<file path="src/rtl/idf_pkg.sv">
package idf_pkg;
    localparam logic [3:0] ADDR_DATA    = 4'h0;
    localparam logic [3:0] ADDR_STATUS  = 4'h7;
    localparam logic [3:0] ADDR_ALTSTAT = 4'hE;
    localparam logic [7:0] CMD_IDENTIFY = 8'hEC;

    localparam int BIT_BSY  = 7;
    localparam int BIT_DRDY = 6;
    localparam int BIT_DRQ  = 3;
    localparam int BIT_ERR  = 0;

    typedef enum logic [1:0] {
        RES_OK      = 2'd0,
        RES_BADSEL  = 2'd1,
        RES_DEVFAIL = 2'd2
    } result_e;

    typedef enum logic [3:0] {
        PH_IDLE,
        PH_WAIT_RDY,
        PH_SEND_CMD,
        PH_WAIT_DRQ,
        PH_XFER,
        PH_EMIT_EVEN,
        PH_ZFILL,
        PH_TAIL_ALT,
        PH_TAIL_STAT
    } phase_e;
endpackage

</file>
<file path="src/rtl/idf_window.sv">
module idf_window #(
    parameter int WW = 8
) (
    input  logic [2:0]    field,
    output logic          valid,
    output logic [WW-1:0] off,
    output logic [WW-1:0] len,
    output logic          swap
);
    always_comb begin
        valid = 1'b1;
        swap  = 1'b1;
        off   = '0;
        len   = '0;
        case (field)
            3'd0: begin off = WW'(10); len = WW'(10); end
            3'd1: begin off = WW'(23); len = WW'(4);  end
            3'd2: begin off = WW'(27); len = WW'(20); end
            3'd3: begin off = WW'(60); len = WW'(2); swap = 1'b0; end
            default: valid = 1'b0;
        endcase
    end
endmodule

</file>
<file path="src/rtl/idf_timeout.sv">
module idf_timeout #(
    parameter int LIMIT = 100
) (
    input  logic clk,
    input  logic rst_n,
    input  logic run,
    output logic expired
);
    localparam int CW = $clog2(LIMIT + 1);

    logic [CW-1:0] cnt_d, cnt_q;

    always_comb begin
        cnt_d = cnt_q;
        if (!run)
            cnt_d = '0;
        else if (cnt_q != CW'(LIMIT))
            cnt_d = cnt_q + 1'b1;
    end

    always_ff @(posedge clk) begin
        if (!rst_n) cnt_q <= '0;
        else        cnt_q <= cnt_d;
    end

    assign expired = (cnt_q == CW'(LIMIT));
endmodule

</file>
<file path="src/rtl/idf_extractor.sv">
module idf_extractor
    import idf_pkg::*;
#(
    parameter int BLOCK_WORDS    = 256,
    parameter int TIMEOUT_CYCLES = 100_000_000,
    parameter int SECT_BYTES     = 8
) (
    input  logic       clk,
    input  logic       rst_n,
    input  logic       start,
    input  logic [2:0] field_sel,
    output logic       busy,
    output logic       done,
    output logic [1:0] result,
    output logic       reg_rd,
    output logic       reg_wr,
    output logic [3:0] reg_addr,
    output logic [7:0] reg_wdata,
    input  logic       reg_ack,
    input  logic [7:0] reg_rdata,
    output logic       out_valid,
    output logic [7:0] out_byte
);
    localparam int IW          = $clog2(2 * BLOCK_WORDS);
    localparam int WW          = IW - 1;
    localparam int ZFILL_BYTES = SECT_BYTES - 4;

    typedef struct packed {
        phase_e        phase;
        logic [2:0]    field;
        logic          rd;
        logic          wr;
        logic [3:0]    addr;
        logic [7:0]    wdata;
        logic [IW-1:0] idx;
        logic [7:0]    hold;
        logic          out_valid;
        logic [7:0]    out_byte;
        logic          done;
        result_e       result;
    } state_t;

    state_t q, d;

    logic [2:0]    win_field;
    logic          win_valid;
    logic [WW-1:0] win_off;
    logic [WW-1:0] win_len;
    logic          win_swap;
    logic          tmo_run;
    logic          tmo_hit;

    assign win_field = (q.phase == PH_IDLE) ? field_sel : q.field;

    idf_window #(.WW(WW)) u_window (
        .field (win_field),
        .valid (win_valid),
        .off   (win_off),
        .len   (win_len),
        .swap  (win_swap)
    );

    assign tmo_run = (q.phase == PH_WAIT_RDY) || (q.phase == PH_WAIT_DRQ);

    idf_timeout #(.LIMIT(TIMEOUT_CYCLES)) u_timeout (
        .clk     (clk),
        .rst_n   (rst_n),
        .run     (tmo_run),
        .expired (tmo_hit)
    );

    logic [WW-1:0] word;
    logic          odd;
    logic [IW-1:0] idx_nx;
    logic          in_win;
    logic          st_fail;
    logic          st_rdy;
    logic          st_drq;
    phase_e        after_block;

    always_comb begin
        word    = q.idx[IW-1:1];
        odd     = q.idx[0];
        idx_nx  = q.idx + 1'b1;
        in_win  = ({1'b0, word} >= {1'b0, win_off}) &&
                  ({1'b0, word} <  ({1'b0, win_off} + {1'b0, win_len}));
        st_fail = tmo_hit || reg_rdata[BIT_ERR];
        st_rdy  = !reg_rdata[BIT_BSY] && reg_rdata[BIT_DRDY];
        st_drq  = !reg_rdata[BIT_BSY] && reg_rdata[BIT_DRQ];
        after_block = (ZFILL_BYTES > 0 && !win_swap) ? PH_ZFILL : PH_TAIL_ALT;

        d           = q;
        d.out_valid = 1'b0;
        d.done      = 1'b0;

        case (q.phase)
            PH_IDLE: begin
                if (start) begin
                    if (win_valid) begin
                        d.field = field_sel;
                        d.idx   = '0;
                        d.phase = PH_WAIT_RDY;
                    end else begin
                        d.done   = 1'b1;
                        d.result = RES_BADSEL;
                    end
                end
            end
            PH_WAIT_RDY, PH_WAIT_DRQ: begin
                if (!q.rd) begin
                    d.rd   = 1'b1;
                    d.addr = ADDR_STATUS;
                end else if (reg_ack) begin
                    d.rd = 1'b0;
                    if (st_fail) begin
                        d.phase  = PH_IDLE;
                        d.done   = 1'b1;
                        d.result = RES_DEVFAIL;
                    end else if (q.phase == PH_WAIT_RDY && st_rdy) begin
                        d.phase = PH_SEND_CMD;
                    end else if (q.phase == PH_WAIT_DRQ && st_drq) begin
                        d.phase = PH_XFER;
                    end
                end
            end
            PH_SEND_CMD: begin
                if (!q.wr) begin
                    d.wr    = 1'b1;
                    d.addr  = ADDR_STATUS;
                    d.wdata = CMD_IDENTIFY;
                end else if (reg_ack) begin
                    d.wr    = 1'b0;
                    d.phase = PH_WAIT_DRQ;
                end
            end
            PH_XFER: begin
                if (!q.rd) begin
                    d.rd   = 1'b1;
                    d.addr = ADDR_DATA;
                end else if (reg_ack) begin
                    d.rd  = 1'b0;
                    d.idx = idx_nx;
                    if (idx_nx == '0)
                        d.phase = after_block;
                    if (in_win) begin
                        if (!win_swap) begin
                            d.out_valid = 1'b1;
                            d.out_byte  = reg_rdata;
                        end else if (!odd) begin
                            d.hold = reg_rdata;
                        end else begin
                            d.out_valid = 1'b1;
                            d.out_byte  = reg_rdata;
                            d.phase     = PH_EMIT_EVEN;
                        end
                    end
                end
            end
            PH_EMIT_EVEN: begin
                d.out_valid = 1'b1;
                d.out_byte  = q.hold;
                d.phase     = (q.idx == '0) ? after_block : PH_XFER;
            end
            PH_ZFILL: begin
                d.out_valid = 1'b1;
                d.out_byte  = 8'h00;
                d.idx       = idx_nx;
                if (idx_nx == IW'(ZFILL_BYTES)) begin
                    d.idx   = '0;
                    d.phase = PH_TAIL_ALT;
                end
            end
            PH_TAIL_ALT: begin
                if (!q.rd) begin
                    d.rd   = 1'b1;
                    d.addr = ADDR_ALTSTAT;
                end else if (reg_ack) begin
                    d.rd    = 1'b0;
                    d.phase = PH_TAIL_STAT;
                end
            end
            PH_TAIL_STAT: begin
                if (!q.rd) begin
                    d.rd   = 1'b1;
                    d.addr = ADDR_STATUS;
                end else if (reg_ack) begin
                    d.rd     = 1'b0;
                    d.phase  = PH_IDLE;
                    d.done   = 1'b1;
                    d.result = RES_OK;
                end
            end
            default: d.phase = PH_IDLE;
        endcase
    end

    always_ff @(posedge clk) begin
        if (!rst_n) q <= '0;
        else        q <= d;
    end

    assign busy      = (q.phase != PH_IDLE);
    assign done      = q.done;
    assign result    = q.result;
    assign reg_rd    = q.rd;
    assign reg_wr    = q.wr;
    assign reg_addr  = q.addr;
    assign reg_wdata = q.wdata;
    assign out_valid = q.out_valid;
    assign out_byte  = q.out_byte;
endmodule

</file>
<file path="config.mk">
export PLATFORM = sky130hd
export DESIGN_NAME = idf_extractor
export DESIGN_NICKNAME = d
export VERILOG_FILES = /design/src/rtl/idf_pkg.sv /design/src/rtl/idf_window.sv /design/src/rtl/idf_timeout.sv /design/src/rtl/idf_extractor.sv
export SDC_FILE = /design/constraint.sdc
export NUM_CORES = 1
export LEC_CHECK = 0
export ABC_AREA = 1
export BUFFER_PORTS_ARGS = -buffer_cell sky130_fd_sc_hd__buf_4
export CORE_MARGIN = 5
export CORE_UTILIZATION = 50
export CTS_BUF_LIST = sky130_fd_sc_hd__clkbuf_4 sky130_fd_sc_hd__clkbuf_8
export DETAILED_ROUTE_END_ITERATION = 8
export PLACE_DENSITY = 0.69
export SYNTH_ARGS = -nofsm -noshare
export SYNTH_HDL_FRONTEND = slang
export SYNTH_SLANG_ARGS = --single-unit
</file>
<file path="constraint.sdc">
create_clock -name clk -period 6 [get_ports clk]
set_input_delay 1.2 -clock clk [delete_from_list [all_inputs] [get_ports clk]]
set_output_delay 1.2 -clock clk [all_outputs]
set_load 0.005 [all_outputs]
</file>
Yosys cells after proc, flatten, opt, wreduce, memory -nomap -nowiden:

Cells that the tools add are included.

* bits in registers: 70
* output and inout bits: 27

* magnitude comparators: 2
* $add $sub $neg: 3
* equal/unequal tests: 36
* reduce and logical (&&, ||, !) cells: 30
* muxes and demuxes: 55
* bitwise gates (word level): 3

Operators by type and width (number)
* $mux 4: 21
* $pmux 9 s3: 2
* $mux 26: 2
* $mux 9: 5
* $ne 2x2->1 const B: 19
* $pmux 4 s8: 1
* $add 27x1->27 const B: 1
* $eq 27x27->1 const B: 1
* $ne 27x27->1 const B: 1
* $mux 3: 8
* $pmux 6 s4: 1
* $pmux 5 s4: 1
* $logic_not 9->1: 2
* $mux 17: 1
* $eq 4x3->1 const B: 4
* $mux 8: 2
* $pmux 4 s4: 1
* $reduce_and 5->1: 3
* $mux 7: 2
* $reduce_and 14->1: 1
* $mux 12: 1
* $add 8x8->9: 1
* $add 9x1->9 const B: 1
* $eq 9x3->1 const B: 1
* other kinds (29): 46

Depth between registers and ports, before layout:

Gate-level depths: netlist (run 1).

* word-level depth: 11
* mapped depth: 30
* gate-level depth less buffers: 28

Modules after synthesis:

From an unflattened synthesis (run 1), not the netlist that was laid out.

* cell total of the unflattened synthesis: 788
* area total of the unflattened synthesis: 4984.8 µm²

By module, submodules not included
* idf_extractor: area an instance 3151.8 µm², instances 1, cells an instance 476, seq. area each 840.8 µm²
* idf_timeout: area an instance 1697.9 µm², instances 1, cells an instance 288, seq. area each 540.5 µm²
* idf_window: area an instance 135.1 µm², instances 1, cells an instance 24, seq. area each 0.0 µm²

Worst setup path after synthesis (run 1):

OpenSTA, ideal clock, no wires.

* path kind: input to register
* from: in field_sel[2]
* to: reg q[18] (netlist name)
* cell stages on the path: 23
* path slack: 2.105 ns
* setup time: 0.115 ns
* arrival: 3.780 ns
* cell sequence: nand3_2 > nand2_4 > inv_1 > nand2_1 > inv_1 > ha_1 > ha_1 > a31o_2 > a21oi_1 > o21ai_0 > xor2_1 > ha_1 > nand3_1 > nor2_1 > nand3_1 > nand3_1 > nor2_4 > nand2_4 > inv_4 > nand3_4 > buf_8 > o21ai_2 > a21oi_2

* word-level cells in the longest chain between the ends: 7
* elaborated cells on any way between the ends: 13
* those cells by class: 1 x add/sub; 2 x order compare; 3 x eq/ne; 3 x mux; 1 x bitwise; 3 x reduce/logical

RTL lines
* start, declared: RTL line idf_extractor.sv:11 `input logic [2:0] field_sel,`
* $mux 3 (*): RTL line idf_extractor.sv:53 `assign win_field = (q.phase == PH_IDLE) ? field_sel : q.field;`
* $eq 3x2->1, or another cell as far along: RTL line idf_window.sv:15 `case (field)`
* $pmux 6 s4 or $pmux 5 s4 (tied branches): RTL line idf_window.sv:15
* $add 8x8->9: RTL line idf_extractor.sv:86 `({1'b0, word} < ({1'b0, win_off} + {1'b0, win_len}));`
* $lt 8x9->1: RTL line idf_extractor.sv:86
* $logic_and 1x1->1: RTL line idf_extractor.sv:85 `in_win = ({1'b0, word} >= {1'b0, win_off}) &&`
* $reduce_and 6->1 (no source line) (*)
* end signal, assigned: RTL line idf_extractor.sv:198 `if (!rst_n) q <= '0;`
* end signal, assigned: RTL line idf_extractor.sv:199 `else q <= d;`
* end, declared: RTL line idf_extractor.sv:43 `state_t q, d;`

Every way passes the cells marked *; elsewhere a longest branch is shown, timed or not.
A chain may end at the register's enable or synchronous reset.

Worst setup path in the final report (run 1):

* from: in field_sel[2]
* to: reg q[16] (netlist name)

Same word-level chain as after synthesis.

==> results of run 1 <==
[final cells by class]
class	count	area, sq um
Fill cell	848	3910
Clock inverter	2	12.5
Clock buffer	11	145
Tap cell	108	135
Multi-Input combinational cell	418	2290
Inverter	114	433
Sequential cell	69	1380
Timing Repair Buffer	38	285
[per-layer routing]
metal  vias to the layer above  GRT usage (%)
li1                       2040              -
met1                      1710           24.0
met2                        62           31.3
met3                        13           3.45
met4                         0           6.08
met5                         -              0
[logic make-up (layout without fill, tap and decap cells)]
| family | Yosys count | count (layout) | synth area share [%] |
|---|---|---|---|
| flip-flops | 69 | 69 | 31.9 |
| buffers and inverters | 145 | 165 | 15.3 |
| XOR/XNOR | 7 | 7 | 1.42 |
| adder cells (fa/ha/maj) | 19 | 19 | 5.49 |
| AO/OA/AOI/OAI | 118 | 118 | 15.5 |
| AND/OR/NAND/NOR | 271 | 271 | 30.3 |
| other | 1 | 3 | 0.0866 |
[power groups by stage]
stage / Clock [W] / Sequential [W] / Combinational, W
after global placement: 0 / 0.000495 / 0.000276
after CTS: 0.000337 / 0.000485 / 0.000284
final: 0.000328 / 0.000485 / 0.000284
after detailed placement: 0 / 0.000496 / 0.000284
after floorplan: 0 / 0.000493 / 0.000223
after global routing: 0.000360 / 0.000487 / 0.000326
[synthesized netlist by cell type (2+ instances only)]
library cell	instances	area [sq um]
nor4_1	5	31.3
nand3_1	24	120
clkbuf_1	5	18.8
nor2_4	5	56.3
a21oi_2	8	70.1
buf_4	22	165
nand3b_1	2	15.0
nand2_4	7	78.8
nand3_2	3	30.0
nand2_1	117	439
a31oi_1	2	12.5
buf_8	2	30.0
a211oi_1	3	22.5
xor2_1	6	52.6
a21oi_1	59	295
o221a_2	2	22.5
nor2_2	3	18.8
ha_1	19	238
nor2_1	60	225
o21ai_0	26	130
o22ai_1	2	12.5
nand2_2	8	50.1
dfxtp_1	69	1380
inv_1	108	405
o21a_1	3	22.5
nand4_1	16	100
or2_2	5	31.3
inv_4	2	12.5
o21ai_1	8	40.0
nor3_1	11	55.1
o21ai_2	2	17.5
inv_2	4	15.0
[through the flow]
stage / util [%] / instances / cell area [sq um] / hold WS [ns] / setup slack (ns)
after floorplan: - / 632 / 4340 / 0.427 / 2.10
after global placement: 52.7 / 747 / 4530 / 0.435 / 1.83
after detailed placement: 52.7 / 747 / 4530 / 0.444 / 1.68
after CTS: 54.5 / 760 / 4690 / 0.455 / 2.05
after global routing: 54.5 / 760 / 4690 / 0.474 / 1.69
final: 54.5 / 760 / 4690 / 0.453 / 2.04
[state kept, by name (all words and copies together) (netlist names)]
register,cells
reg_wdata,1
q,23
odd,1
reg_wr,1
out_byte,8
out_valid,1
reg_rd,1
done,1
result,2
u_timeout.cnt_q,27
reg_addr,3
[final timing paths]
kind | end | slack, ns | cells past startpoint
setup / recovery | q[16] | 2.04 | 25
hold / removal | q[45] | 0.45 | 2
setup reg to reg | q[16] | 2.26 | 25
hold reg to reg | q[45] | 0.45 | 2
[worst max-delay path, cell delays in order]
cell,delay [ns]
buf_4,0.09
nand3_2,0.10
nand2_4,0.15
inv_1,0.10
nand2_1,0.06
inv_1,0.05
nor2_1,0.14
inv_1,0.06
ha_1,0.32
o21ai_0,0.10
nor2_1,0.11
nor2_1,0.07
o21ai_0,0.17
nand2_1,0.09
ha_1,0.30
nand3_1,0.10
nor2_1,0.05
nand3_1,0.07
nand3_1,0.10
nor2_4,0.13
nand2_4,0.08
inv_4,0.07
nand3_4,0.21
o21ai_1,0.24
a21oi_2,0.04
==> out/qor.txt, run 1 <==
status: finished, final reports clean
clk sinks: 69
maximum VDD drop: 145 uV
Nets: 684
switching share of power: 32.5%
layout cells sized above 1: 16.0%
Worst-Skew Late Latency: 0.35 ns
maxcap violations: 0
CP required: 6.24 ns
final setup fails: 0
die height: 103 um
first-pass GRT wire length: 15900 um
Ant. Diodes: 0
fin crit share: 66.0%
area of the core: 8590 sq um
critical path class: input pin to register
mapped cell area: 4330 sq um
unrepaired setup endpoints after global routing: false
Async SR Flop Fraction: 0%
number of global-route vias before repair: 3530
RePlAce Congestion: 0.847
initial antenna violation count: 0
minimum clock period: 3.96 ns
chip width: 103 um
CP Data Arrival Time: 4.20 ns
CTS tree: yes
Post-synth EDFFs: 0
# rows: 34
final slew viol count: 0
CTS Buf Count: 9
Worst slew margin: 50.6%
Worst Clk Skew: 0.00804 ns
Yosys reg bits: 69
DRT Wirelength: 9290 um
die area: 10600 sq um
Post-Syn Instances: 630
wire length on met2: 4530 um
Yosys Warn Count: 0
DP Wirelength: 7060 um
Longest Clk Path Bufs: 2
DR top layer: met4
hold crit path type: register to register
starting density of the core: 50.4%
power per cell area: 234 nW/um^2
Max Fclk: 252 MHz
Clk network pwr share: 29.9%
Tightest Pin Transition: 0.738 ns
GRT Util Overall: 18.6%
CTS root buffer: clkbuf_8
hold path start: q[45]
sequential share of power: 44.2%
Synth cell types: 44
crit end category: register
most frequent cells in the layout: nand2_1, inv_1, dfxtp_1
Gate power share: 25.9%
Layout area overhead: 8.21%
commonest non-fill, non-tap cell in the layout: nand2_1
met3 routed WL: 283 um
met1 wire length: 4350 um
crit path launch type: input pin
internal power: 0.000741 W
num ports: 42
critical path peak fanout: 16
post-DR vias/cell: 5.03
worst setup path start: field_sel[2]
DR WL/cell: 12.2 um
P_leak: 2.07 nW
Final TNS setup: 0 ns
RR Startpoint: q[49]
DRC viols: 0
post-synthesis area per instance: 6.87 sq um
antenna-violating nets left: 0
Port-buffer cells: 38
TritonRoute pass-1 iters: 5
CTS Hold Bufs: 0
sequential-to-total area share from yosys stat: 31.9%
CTS resizes: 0
DR vias: 3825
largest net degree at the start of global routing: 33
Iter 0 DRT Violations: 233
# Post-CTS Setup Buffers: 0
CTS H-Tree Depth: 3
Final Hold Fails: 0
Reg clk slew, reported paths: 0.07 ns
GR Overflow Total: 0
Most used DFF post-synth: dfxtp_1
Switch Pwr: 0.000357 W
final total power: 0.00110 W
No activity file was read; power rests on OpenSTA's default activity.
==> inputs of run 2 (changes only) <==
clock period = 3.7 ns   (was 6 ns; I/O delays follow)
==> out/qor.txt, run 2 (synthesized netlist as in run 1, its figures left out) <==
Top delay family on crit path: simple AND/OR/NAND/NOR gates
TritonRoute pass-1 iters: 4
Largest Register: u_timeout.cnt_q
Worst path slowest cell: dfxtp_4
die height: 103 um
area of the core: 8590 sq um
Final Hold Fails: 0
CTS tree: yes
DR WL/cell: 13.1 um
starting density of the core: 50.4%
smallest setup slack after layout: 0.134 ns
crit path launch type: register
die area: 10600 sq um
Worst-Skew Late Latency: 0.35 ns
fin crit share: 96.4%
final slew viol count: 0
max incr delay on CP: 0.37 ns
final instance area: 5050 sq um
largest net degree at the start of global routing: 33
clk sinks: 69
Worst Clk Skew: 0.00851 ns
CTS root buffer: clkbuf_8
hold crit path type: register to register
minimum clock period: 3.57 ns
placed cell area: 4600 sq um
crit end category: register
layout cells sized above 1: 23.3%
Max Fclk: 280 MHz
antenna-violating nets left: 0
Iter 0 DRT Violations: 229
commonest non-fill, non-tap cell in the layout: nand2_1
Worst slew margin: 42.2%
RePlAce Congestion: 0.834
status: finished, final reports clean
Nets: 703
CP required: 3.99 ns
Layout Cells excl Fill: 782
CP dominant cell by count: nand2_4
final total power: 0.00202 W
Tightest Pin Transition: 0.862 ns
Placed Cells: 756
Layout area overhead: 16.6%
maximum VDD drop: 195 uV
chip width: 103 um
P_leak: 2.21 nW
Reg clk slew, reported paths: 0.08 ns
DR vias: 4046
CTS Hold Bufs: 0
Ant. Diodes: 0
number of global-route vias before repair: 3622
max reg flops: 27
CP Data Arrival Time: 3.85 ns
critical path class: register to register
CTS H-Tree Depth: 3
initial antenna violation count: 0
GR Overflow Total: 0
Final Util: 58.8%
R2R cell count: 25
R2R Path End: out_byte[3]
DP Wirelength: 7430 um
Hold Path Cell Cnt: 2
num ports: 42
reg2reg setup slack: 0.13 ns
Longest Clk Path Bufs: 2
maxcap violations: 0
most frequent cells in the layout: nand2_1, inv_1, dfxtp_1
worst setup path start: q[46]
Port-buffer cells: 38
first-pass GRT wire length: 16400 um
RR Startpoint: q[46]
post-DR vias/cell: 5.17
GRT Util Overall: 19.3%
hold endpoint: q[45]
final setup fails: 0
hold path start: q[45]
Setup WS pre-CTS: -0.114 ns
critical path peak fanout: 8
DRT Wirelength: 10200 um
# rows: 34
power per cell area: 399 nW/um^2
CP bufs+invs: 3
DRC viols: 0
CTS Buf Count: 9
[run 2: cell types whose count changed in the layout (fill, tap and decap cells not counted), moves of 4 or more]
cell | previous run | this run
nand3_1 | 24 | 20
nand2_1 | 117 | 110
buf_4 | 38 | 54
a21oi_2 | 8 | 19
nand2_2 | 8 | 15
a21oi_1 | 59 | 48
dfxtp_1 | 69 | 65
[run 2: worst max path at each step]
stage | to | slack (ns) | depth (start not counted)
floorplan | q[18] | 0.26 | 23
global placement | out_byte[7] | 0.03 | 24
detailed placement | q[13] | -0.11 | 23
CTS | out_byte[6] | 0.001 | 25
global route | out_byte[3] | -0.07 | 25
finish | out_byte[3] | 0.13 | 25
[run 2: where the power goes]
group / leakage (nW) / internal (W) / switching (W) / total (W)
clock network: 0.110 / 0.000364 / 0.000290 / 0.000654
logic: 1.54 / 0.000247 / 0.000328 / 0.000576
registers: 0.560 / 0.000766 / 0.0000197 / 0.000786
total: 2.21 / 0.00138 / 0.000638 / 0.00202
[run 2: area by class of cell]
type                       count  area (sq um)
clock buffer                  13           166
clock inverter                 3          43.8
fill                         809          3540
inverter                     114           433
multi-input combinational    419          2430
sequential                    69          1390
tap                          108           135
timing repair buffer          56           445
[run 2: repair_timing]
| action | in CTS | in global routing |
|---|---|---|
| resized for setup | 0 | 38 |
| buffers inserted | 0 | 9 |
| setup endpoints to repair | 0 | 19 |
[run 2: through the flow]
step	TNS [ns]	hold slack [ns]
after detailed placement	-1.25	0.441
after global routing	-0.557	0.487
after CTS	0	0.452
final	0	0.452
after global placement	0	0.437
after floorplan	0	0.427
[run 2: per-layer routing]
metal / GRT usage [%] / wire length (um)
met1: 23.7 / 4520
met3: 3.04 / 215
met2: 34.4 / 5350
met4: 6.18 / 167
met5: 0 / 0
[run 2: worst reg2reg max path, cell delays in order, from the launching register on]
cell and delay [ns]:
dfxtp_4 0.37, nor2_8 0.24, nand3_4 0.13, nand2_4 0.11, inv_2 0.06, nand2_2 0.08
inv_1 0.04, ha_1 0.20, ha_1 0.18, a31o_2 0.24, a21oi_2 0.14, o21ai_1 0.08
xor2_1 0.15, ha_1 0.32, nand3_2 0.08, nor2_1 0.05, nand3_1 0.09, nand3_2 0.09
nor2_4 0.15, nand2_4 0.07, buf_4 0.14, nand2_4 0.10, nand2_4 0.11, nand2_1 0.11
nand2_1 0.07, a21oi_2 0.11
==> inputs of run 3 (changes only) <==
PLACE_DENSITY = default   (was 0.69)
PLACE_DENSITY_LB_ADDON = 0.3   (was default)
==> out/qor.txt, run 3 (synthesized netlist as in run 1, its figures left out) <==
status: finished, final reports clean
final slew viol count: 0
maxcap violations: 0
minimum clock period: 3.58 ns
Final Util: 58.6%
initial antenna violation count: 0
Worst Clk Skew: 0.0124 ns
Layout area overhead: 16.2%
max reg flops: 27
Worst slew margin: 55.9%
Worst path slowest cell: dfxtp_2
crit path launch type: register
maximum VDD drop: 185 uV
hold crit path type: register to register
Switch Pwr: 0.000658 W
CP Data Arrival Time: 3.85 ns
clk sinks: 69
Worst-Skew Late Latency: 0.34 ns
GRT Util Overall: 19.0%
Top delay family on crit path: simple AND/OR/NAND/NOR gates
Iter 0 DRT Violations: 233
critical path peak fanout: 8
DRC viols: 0
antenna-violating nets left: 0
CP required: 3.97 ns
final total power: 0.00199 W
Tightest Pin Transition: 0.658 ns
CTS tree: yes
sequential share of power: 39.4%
Port-buffer cells: 38
fin crit share: 96.8%
critical path class: register to register
final setup fails: 0
DP Wirelength: 7260 um
P_leak: 2.23 nW
largest net degree at the start of global routing: 33
Final Hold Fails: 0
Ant. Diodes: 0
Nets: 704
area of the core: 8590 sq um
post-DR vias/cell: 5.14
layout cells sized above 1: 23.6%
# rows: 34
CTS H-Tree Depth: 3
TritonRoute pass-1 iters: 5
Clk network pwr share: 29.7%
CTS Buf Count: 9
DRT Wirelength: 10000 um
Final TNS setup: 0 ns
num ports: 42
CTS root buffer: clkbuf_8
Gate power share: 31.0%
power per cell area: 396 nW/um^2
Max Fclk: 279 MHz
CP bufs+invs: 2
internal power: 0.00133 W
first-pass GRT wire length: 16100 um
most frequent cells in the layout: nand2_1, inv_1, dfxtp_1
placed cell area: 4550 sq um
final instance area: 5030 sq um
RePlAce Congestion: 0.888
number of global-route vias before repair: 3719
switching share of power: 33.0%
Longest Clk Path Bufs: 2
DR WL/cell: 12.8 um
die height: 103 um
GR Overflow Total: 0
crit end category: register
die area: 10600 sq um
starting density of the core: 50.4%
DR vias: 4027
chip width: 103 um
max incr delay on CP: 0.38 ns
Reg clk slew, reported paths: 0.08 ns
hold_ws: 0.454 ns
commonest non-fill, non-tap cell in the layout: nand2_1
CP dominant cell by count: nand2_4
Largest Register: u_timeout.cnt_q
run 3: cell types whose count changed in the layout (fill, tap and decap cells not counted), moves of 3 or more:
cell / before / now
o21ai_2: 2 / 6
a21oi_1: 48 / 52
nand2_4: 6 / 9
o21ai_1: 9 / 6
a21oi_2: 19 / 15
run 3: worst reg2reg max path: stages (launching register included):
cell,delay [ns]
dfxtp_2,0.38
nor2_8,0.23
nand2_8,0.11
buf_6,0.14
nand2_4,0.05
nand2_4,0.06
nand2_4,0.07
a21oi_2,0.06
ha_2,0.18
ha_1,0.18
a31o_2,0.24
a21oi_2,0.16
o21ai_2,0.09
xor2_1,0.14
ha_1,0.30
nand3_2,0.08
nor2_1,0.05
nand3_1,0.07
nand3_2,0.09
nor2_4,0.14
nand2_4,0.07
inv_4,0.08
nand2_4,0.05
nor2_4,0.25
nand2_2,0.09
a21oi_2,0.14
run 3: layer usage:
metal / GRT usage (%) / wire length [um] / vias up
met5: 0 / 0 / -
met4: 7.47 / 293 / 0
met3: 3.79 / 296 / 22
met2: 33.6 / 5130 / 57
met1: 22.4 / 4280 / 1878
li1: - / - / 2070
run 3: power groups by stage:
| stage | registers (W) | clock network, W | logic, W |
|---|---|---|---|
| after CTS | 0.000786 | 0.000603 | 0.000472 |
| after global placement | 0.000803 | 0 | 0.000457 |
| after detailed placement | 0.000804 | 0 | 0.000470 |
| after global routing | 0.000788 | 0.000630 | 0.000687 |
| final | 0.000784 | 0.000591 | 0.000617 |
| after floorplan | 0.000799 | 0 | 0.000362 |
run 3: timing repair:
item / 4_1_cts / 5_1_grt
gates resized for setup: 0 / 45
hold buffers: 0 / 0
setup buffers: 0 / 17
setup endpoints to repair: 0 / 19
run 3: cell type report:
cell class / instances / area, sq um
multi-input cells: 418 / 2430
repair buffers: 58 / 455
flip-flops and latches: 69 / 1390
clock inverters: 3 / 20.0
inverters: 114 / 433
well taps: 108 / 135
clock buffers: 13 / 166
fillers: 814 / 3560
run 3: path summary, 6_finish.rpt:
check	startpoint	end	slack (ns)	depth (start not counted)
setup reg to reg	q[47]	out_byte[6]	0.12	25
hold / removal	q[45]	q[45]	0.45	2
setup / recovery	q[47]	out_byte[6]	0.12	25
hold reg to reg	q[45]	q[45]	0.45	2
run 3: stage by stage:
step / setup slack [ns] / std cells
floorplan: 0.265 / 632
global route: -0.0936 / 783
global placement: 0.0410 / 750
finish: 0.117 / 783
CTS: 0.000775 / 766
detailed placement: -0.114 / 750
